<file path="src/rtl/clkbyp_pkg.sv">
package clkbyp_pkg;

    localparam int ENC_W = 4;

    typedef logic [ENC_W-1:0] enc_t;

    localparam enc_t BOOL_TRUE  = 4'h6;
    localparam enc_t BOOL_FALSE = 4'h9;
    localparam enc_t LC_ON      = 4'hA;
    localparam enc_t LC_OFF     = 4'h5;

    function automatic logic is_true(enc_t v);
        return v == BOOL_TRUE;
    endfunction

    function automatic logic is_on(enc_t v);
        return v == LC_ON;
    endfunction

endpackage

</file>
<file path="src/rtl/clkbyp_sync.sv">
module clkbyp_sync #(
    parameter int W = 4,
    parameter int STAGES = 2,
    parameter logic [W-1:0] RST_VAL = '0
) (
    input  logic         clk,
    input  logic         rst_n,
    input  logic [W-1:0] d,
    output logic [W-1:0] q
);

    logic [W-1:0] stage_d [STAGES];
    logic [W-1:0] stage_q [STAGES];

    always_comb begin
        stage_d[0] = d;
        for (int i = 1; i < STAGES; i++) begin
            stage_d[i] = stage_q[i-1];
        end
    end

    always_ff @(posedge clk or negedge rst_n) begin
        if (!rst_n) begin
            for (int i = 0; i < STAGES; i++) begin
                stage_q[i] <= RST_VAL;
            end
        end else begin
            for (int i = 0; i < STAGES; i++) begin
                stage_q[i] <= stage_d[i];
            end
        end
    end

    assign q = stage_q[STAGES-1];

    // each flop takes the value its predecessor held one edge before
    generate
        for (genvar g = 1; g < STAGES; g++) begin : g_chk
            a_r3_stage_shift: assert property (@(posedge clk) disable iff (!rst_n)
                stage_q[g] == $past(stage_q[g-1]));
        end
    endgenerate

endmodule

</file>
<file path="src/rtl/clkbyp_ack_gate.sv">
module clkbyp_ack_gate
    import clkbyp_pkg::*;
#(
    parameter int N_DIV = 2
) (
    input  logic             clk,
    input  logic             rst_n,
    input  logic [N_DIV-1:0] step_acks,
    input  enc_t             io_ack,
    input  enc_t             req_sync,
    output enc_t             ack
);

    typedef struct packed {
        enc_t ack;
    } gate_st_t;

    gate_st_t st_d, st_q;
    logic     pass;

    always_comb begin
        pass   = (&step_acks) && is_true(io_ack);
        st_d   = st_q;
        st_d.ack = pass ? req_sync : LC_OFF;
    end

    always_ff @(posedge clk or negedge rst_n) begin
        if (!rst_n) begin
            st_q.ack <= LC_OFF;
        end else begin
            st_q <= st_d;
        end
    end

    assign ack = st_q.ack;

    // a missing divider bit or a non-True I/O acknowledge forces Off
    a_r5_ack_off: assert property (@(posedge clk) disable iff (!rst_n)
        !((&step_acks) && io_ack == BOOL_TRUE) |=> ack == LC_OFF);

    // with all acknowledges present, the synchronized request is echoed
    a_r6_ack_follows_sync: assert property (@(posedge clk) disable iff (!rst_n)
        ((&step_acks) && io_ack == BOOL_TRUE) |=> ack == $past(req_sync));

endmodule

</file>
<file path="src/rtl/clk_bypass_ctrl.sv">
module clk_bypass_ctrl
    import clkbyp_pkg::*;
#(
    parameter int SYNC_STAGES = 2,
    parameter int N_DIV = 2
) (
    input  logic             clk,
    input  logic             rst_n,
    input  logic [3:0]       dbg_en,
    input  logic [3:0]       ext_sel,
    input  logic [3:0]       lc_byp_req,
    input  logic [3:0]       io_byp_ack,
    input  logic [N_DIV-1:0] div_step_ack,
    output logic [3:0]       all_byp_req,
    output logic [3:0]       io_byp_req,
    output logic [3:0]       lc_byp_ack
);

    typedef struct packed {
        enc_t all_req;
        enc_t io_req;
    } req_st_t;

    req_st_t st_d, st_q;
    enc_t    lc_req_sync;

    clkbyp_sync #(
        .W       (ENC_W),
        .STAGES  (SYNC_STAGES),
        .RST_VAL (LC_OFF)
    ) i_lc_sync (
        .clk   (clk),
        .rst_n (rst_n),
        .d     (lc_byp_req),
        .q     (lc_req_sync)
    );

    always_comb begin
        st_d = st_q;
        st_d.all_req = (is_on(dbg_en) && is_true(ext_sel)) ? BOOL_TRUE : BOOL_FALSE;
        st_d.io_req  = is_on(lc_req_sync) ? BOOL_TRUE : BOOL_FALSE;
    end

    always_ff @(posedge clk or negedge rst_n) begin
        if (!rst_n) begin
            st_q.all_req <= BOOL_FALSE;
            st_q.io_req  <= BOOL_FALSE;
        end else begin
            st_q <= st_d;
        end
    end

    clkbyp_ack_gate #(
        .N_DIV (N_DIV)
    ) i_ack_gate (
        .clk       (clk),
        .rst_n     (rst_n),
        .step_acks (div_step_ack),
        .io_ack    (io_byp_ack),
        .req_sync  (lc_req_sync),
        .ack       (lc_byp_ack)
    );

    assign all_byp_req = st_q.all_req;
    assign io_byp_req  = st_q.io_req;

    // Edges since reset, for assertions that look back several cycles
    logic [2:0] warm_q;
    always_ff @(posedge clk or negedge rst_n) begin
        if (!rst_n) begin
            warm_q <= '0;
        end else if (warm_q != 3'd7) begin
            warm_q <= warm_q + 3'd1;
        end
    end


    a_r1_all_req_true: assert property (@(posedge clk) disable iff (!rst_n)
        (dbg_en == LC_ON && ext_sel == BOOL_TRUE) |=> all_byp_req == BOOL_TRUE);


    a_r2_all_req_false: assert property (@(posedge clk) disable iff (!rst_n)
        (dbg_en != LC_ON || ext_sel != BOOL_TRUE) |=> all_byp_req == BOOL_FALSE);

    // outputs only ever carry valid codes
    a_r9_valid_codes: assert property (@(posedge clk) disable iff (!rst_n)
        (all_byp_req == BOOL_TRUE || all_byp_req == BOOL_FALSE) &&
        (io_byp_req == BOOL_TRUE || io_byp_req == BOOL_FALSE));

    generate
        if (SYNC_STAGES == 2) begin : g_lat

            a_r3_io_req_true: assert property (@(posedge clk) disable iff (!rst_n)
                lc_byp_req == LC_ON |=> ##2 io_byp_req == BOOL_TRUE);

            a_r4_io_req_false: assert property (@(posedge clk) disable iff (!rst_n)
                lc_byp_req != LC_ON |=> ##2 io_byp_req == BOOL_FALSE);

            a_r6_ack_echo: assert property (@(posedge clk) disable iff (!rst_n)
                (warm_q >= 3'd3 && (&div_step_ack) && io_byp_ack == BOOL_TRUE)
                |=> lc_byp_ack == $past(lc_byp_req, 3));
        end
    endgenerate

endmodule

</file>
<file path="config.mk">
export PLATFORM = sky130hd
export DESIGN_NAME = clk_bypass_ctrl
export DESIGN_NICKNAME = d
export VERILOG_FILES = /design/src/rtl/clkbyp_pkg.sv /design/src/rtl/clkbyp_sync.sv /design/src/rtl/clkbyp_ack_gate.sv /design/src/rtl/clk_bypass_ctrl.sv
export SDC_FILE = /design/constraint.sdc
export NUM_CORES = 1
export LEC_CHECK = 0
export BUFFER_PORTS_ARGS = -buffer_cell sky130_fd_sc_hd__buf_2
export CAP_MARGIN = 20
export CORE_UTILIZATION = 36
export CTS_CLUSTER_SIZE = 10
export DETAILED_ROUTE_END_ITERATION = 8
export GPL_TIMING_DRIVEN = 0
export PLACE_DENSITY = 0.71
export SLEW_MARGIN = 10
export SYNTH_ARGS = -nofsm -noshare
export SYNTH_HDL_FRONTEND = slang
export SYNTH_SLANG_ARGS = --single-unit
</file>
<file path="constraint.sdc">
create_clock -name clk -period 0.8 [get_ports clk]
set_input_delay 0.12 -clock clk [delete_from_list [all_inputs] [get_ports clk]]
set_output_delay 0.12 -clock clk [all_outputs]
set_load 0.005 [all_outputs]
</file>
### After elaboration in Yosys (flattened, before gate mapping)

Index checks and enable logic that the tools add are counted.

| storage, ports and cells | value |
|---|---|
| bits in writable memories | 0 |
| output and inout bits | 12 |
| memories | 0 |
| bits in registers | 20 |
| bits of input ports | 20 |
| word-level logic and storage cells | 15 |
| memory bits (read-only) | 0 |
| bits in latches | 0 |

| operators by class | value |
|---|---|
| shift operators | 0 |
| muxes and demuxes | 3 |
| magnitude comparators | 0 |
| bitwise gates (word level) | 0 |
| add/sub/neg operators | 0 |
| equality and inequality tests | 4 |
| div/mod/pow operators | 0 |
| reductions and logical operators | 3 |
| multipliers | 0 |

Operators with widths:

| operator | count |
|---|---|
| 4-bit 2-to-1 mux | 3 |
| 4-bit by 3-bit == test with 1-bit output, second input constant | 2 |
| 4-bit == test, second input constant | 2 |
| 1-bit logical AND | 2 |
| 2-bit AND reduction | 1 |

### Depth between registers and ports, before layout

| logic depth | value |
|---|---|
| depth in word-level cells | 3 |
| gate-level depth with buffers | 2 |
| mapped depth without buffers | 2 |

### Hierarchy

A second synthesis with hierarchy kept.

| second synthesis, totals | value |
|---|---|
| cell total of the unflattened synthesis | 34 |
| area total of the unflattened synthesis | 549.3 um^2 |

By module, submodules not included:

| module | times used | cells an instance | area each (um^2) | seq. area each (um^2) |
|---|---|---|---|---|
| clkbyp_sync | 1 | 8 | 205.2 | 205.2 |
| clk_bypass_ctrl | 1 | 14 | 183.9 | 102.6 |
| clkbyp_ack_gate | 1 | 12 | 160.2 | 102.6 |

### Worst setup path after synthesis

OpenSTA, ideal clock, no wires.

| timing | value |
|---|---|
| kind | register -> register |
| from | register i_lc_sync.stage_q (netlist bit i_lc_sync.q[2]) |
| to | register st_q (netlist bit io_byp_req[2]) |
| path buffers | 0 |
| clock period less this slack | 0.779 ns |
| required time | 0.682 ns |
| slack | 0.021 ns |
| arrival | 0.661 ns |
| stages on the path, launching flop included | 3 |
| library setup time | 0.118 ns |
| cell sequence | dfstp_2 > nand4bb_1 > inv_1 |

| between the ends | value |
|---|---|
| cells in the longest elaborated chain, start to end | 2 |

Ends and longest elaborated chain:

| item | RTL line | source |
|---|---|---|
| start, declared | clkbyp_sync.sv:13 | `logic [W-1:0] stage_q [STAGES];` |
| start signal, assigned by index | clkbyp_sync.sv:29 | `stage_q[i] <= stage_d[i];` |
| 4-bit == test | clkbyp_pkg.sv:17 | `return v == LC_ON;` |
| 4-bit 2-to-1 mux | clk_bypass_ctrl.sv:41 | `st_d.io_req = is_on(lc_req_sync) ? BOOL_TRUE : BOOL_FALSE;` |
| end signal, assigned | clk_bypass_ctrl.sv:49 | `st_q <= st_d;` |
| end, declared | clk_bypass_ctrl.sv:24 | `req_st_t st_d, st_q;` |

No other way between the ends.

==> run metrics <==
M3 GR Usage=8.152%; critical path cell sequence=buf_6 -> buf_6; Cell Area, Placed=~720 um2; Design Power=~1.5 mW; Sum Neg Setup Slack=-2.399 ns; Synth Area in Compound Gates=0%; clock sink total=16; Critical Path Fanout Max=2; reg2reg path depth=2; layout cells sized above 1=approximately two thirds; vias in the first global route=359; adder-cell share of the synthesized area=0%; CP startpoint=all_byp_req[0]; YS warnings=0; Synth Register Bits=16; failing checks=setup timing; final setup fails=13; Initial Util=a little over 40%; Max Fclk=roughly 900 MHz; WP data arrival=0.99 ns; share of the synthesized area in the top cell type=38.44%; core footprint=around 0.0014 mm2; Power per Cell Area=around 1700 mW/mm2; drt first pass iters=2; Final Cycle Share=138.3%; RR Startpoint=i_lc_sync.q[2]; die width=slightly above 40 um; post-route setup slack=-0.3065 ns; initial antenna violation count=0; crit path kind=reg -> out; asr flop ratio synth=100.0%; DR vias=slightly below 400; CP Capture Point=all_byp_req[3]; GR Layer Usage met2=25.39%; CP max stage cell=dfstp_2; post-route DRC violation count=0; Clk pin slew, worst setup/hold paths=around 0.090 ns; mux contribution to synthesized area=0%; initial drt markers=3; cell mode on critical path=buf_6; Crit path largest cell delay=0.54 ns; # H-tree levels=1; worst slew pin tran=~0.35 ns; RSZ-0062 raised after global routing=yes; worst slack at placement=-0.09517 ns; Design Area, Final=859.6 um2; fin util=63.67%; post-DP HPWL=between 600 and 700 um; GR Util met1=10.25%; Synth Flop Type=dfstp_2; Die H=40.97 um; post-synth cell types=12; Internal=approximately 1.2 mW; Sw Ratio=a little under a fifth; later-pin clock latency in the skew report=~0.28 ns; Routed WL=between 800 and 900 um; Max-slew headroom=between 70% and 80%; Clk pwr share=34.1%; Mean Syn Cell Area=between 15 and 20 um2; final hold vios=0; GR Overflow Total=0; Fin Clk Skew=approximately 0.0078 ns; Antenna Nets Post-Route=0; vias per cell=about 4.4; Comb pwr share=roughly 8%; Seq/Total Area, Yosys=roughly three quarters; HP Class=in -> reg; peak supply drop=around 0.0014 V; Post-Syn Instances=34; EDFF count, synth=0; Die ar.=~0.0017 mm2; startpoint class of the critical path=flip-flop; CTS root buffer=clkbuf_4; minimum clock period=~1.1 ns; Syn Std Cell Area=between 500 and 600 um2; placed cell count=80; Rows=13; Global Route Usage Sum=13.61%; most frequent cells after synthesis=dfrtp_1, dfstp_2, buf_4; largest net degree at the start of global routing=17; global route hottest layer=met2; status=complete, but fails checks; main combinational cell family by area after synthesis=simple AND/OR/NAND/NOR gates; Avg WL per Cell=approximately 10 um; RR Endpoint=io_byp_req[2]; Area Growth Syn to Fin=57.21%; CTS tree=yes; Seq pwr share=57.9%; CTS buffer count=3; post-layout net count=between 90 and 100; clk buf depth=2; XOR/XNOR Fraction of Synth Area=0%; Net Count, Synth=between 50 and 60; first-pass GRT wire length=1324 um; switching power=between 200 and 300 uW; gpl congestion=between 0.5 and 0.6; Final Max Tran Viols=0; leak pwr=roughly 0.42 nW; Reg2Reg Setup Slack=-0.03 ns; IO Port Bufs=31; Worst Path Required=just under 0.7 ns; Post-CTS Setup Bufs=0; I/O pin total=32; Final Non-Filler Cells=89; maxcap violations=0; Fin Hold WS=a little under 0.05 ns; top post-synthesis cells by area=dfstp_2, dfrtp_1, buf_4; cell taking the most area after synthesis=dfstp_2; Antenna diodes=0; endpoint class of the critical path=output port; Synth Area in Simple Gates=about a fifth
## logic make-up (layout without fill, tap and decap cells)
group,Yosys count,count (layout)
buffers and inverters,5,45
and+or+nand+nor,13,13
DFF,16,16
## worst min-delay path by stage
stage,from,to,cells after the start
CTS,ext_sel[3],all_byp_req[0],3
finish,ext_sel[0],all_byp_req[0],3
global placement,rst_n,i_ack_gate.ack[3],1
global route,ext_sel[3],all_byp_req[0],3
detailed placement,rst_n,i_ack_gate.ack[3],1
floorplan,rst_n,all_byp_req[2],0
## critical path, delay by kind of cell (launching register included)
| family | cells | cell delay [ns] |
|---|---|---|
| flip-flops | 1 | 0.54 |
| buffers and inverters | 2 | 0.17 |
## sequential cells by signal, indices dropped and copies added (netlist names)
register           flops
i_ack_gate.ack         4
io_byp_req             2
i_lc_sync.q            4
all_byp_req            2
i_lc_sync.stage_d      4
## metal layers
layer	part of all wire [%]	vias up
met5	0	-
met4	0	0
met3	6.5	0
met2	63	17
met1	30	182
li1	-	189
## layout by cell type, fill, tap and decap left out, types with 2 or more instances in the layout
cell and n:
nand2_1 2, or3_1 2, nor2_1 2, dfrtp_1 8, clkbuf_4 3, dfstp_2 8, buf_6 10, dlygate4sd3_1 5
buf_2 25, nor4bb_1 2, nand3_1 2
## power by group through the flow
stage | Clock [mW] | Sequential (mW) | Combinational (mW)
floorplan | 0 | 0.865 | 0.0239
global placement | 0 | 0.865 | 0.0917
detailed placement | 0 | 0.866 | 0.0950
CTS | 0.522 | 0.853 | 0.119
global route | 0.554 | 0.857 | 0.132
finish | 0.501 | 0.852 | 0.118
## repair_timing
item	4_1_cts	5_1_grt
resized for setup	8	2
pin swaps	1	0
hold endpoints to repair	16	0
hold buffers	5	0
setup endpoints to repair	14	13
## layout make-up
| class | instances | area, um2 |
|---|---|---|
| Buffer | 4 | 45.04 |
| Sequential cell | 16 | 410.4 |
| Tap cell | 15 | 18.77 |
| Clock buffer | 4 | 36.28 |
| Fill cell | 101 | 490.5 |
| Multi-Input combinational cell | 13 | 102.6 |
| Inverter | 1 | 3.754 |
| Timing Repair Buffer | 36 | 242.7 |
No activity file was read; power rests on OpenSTA's default activity.
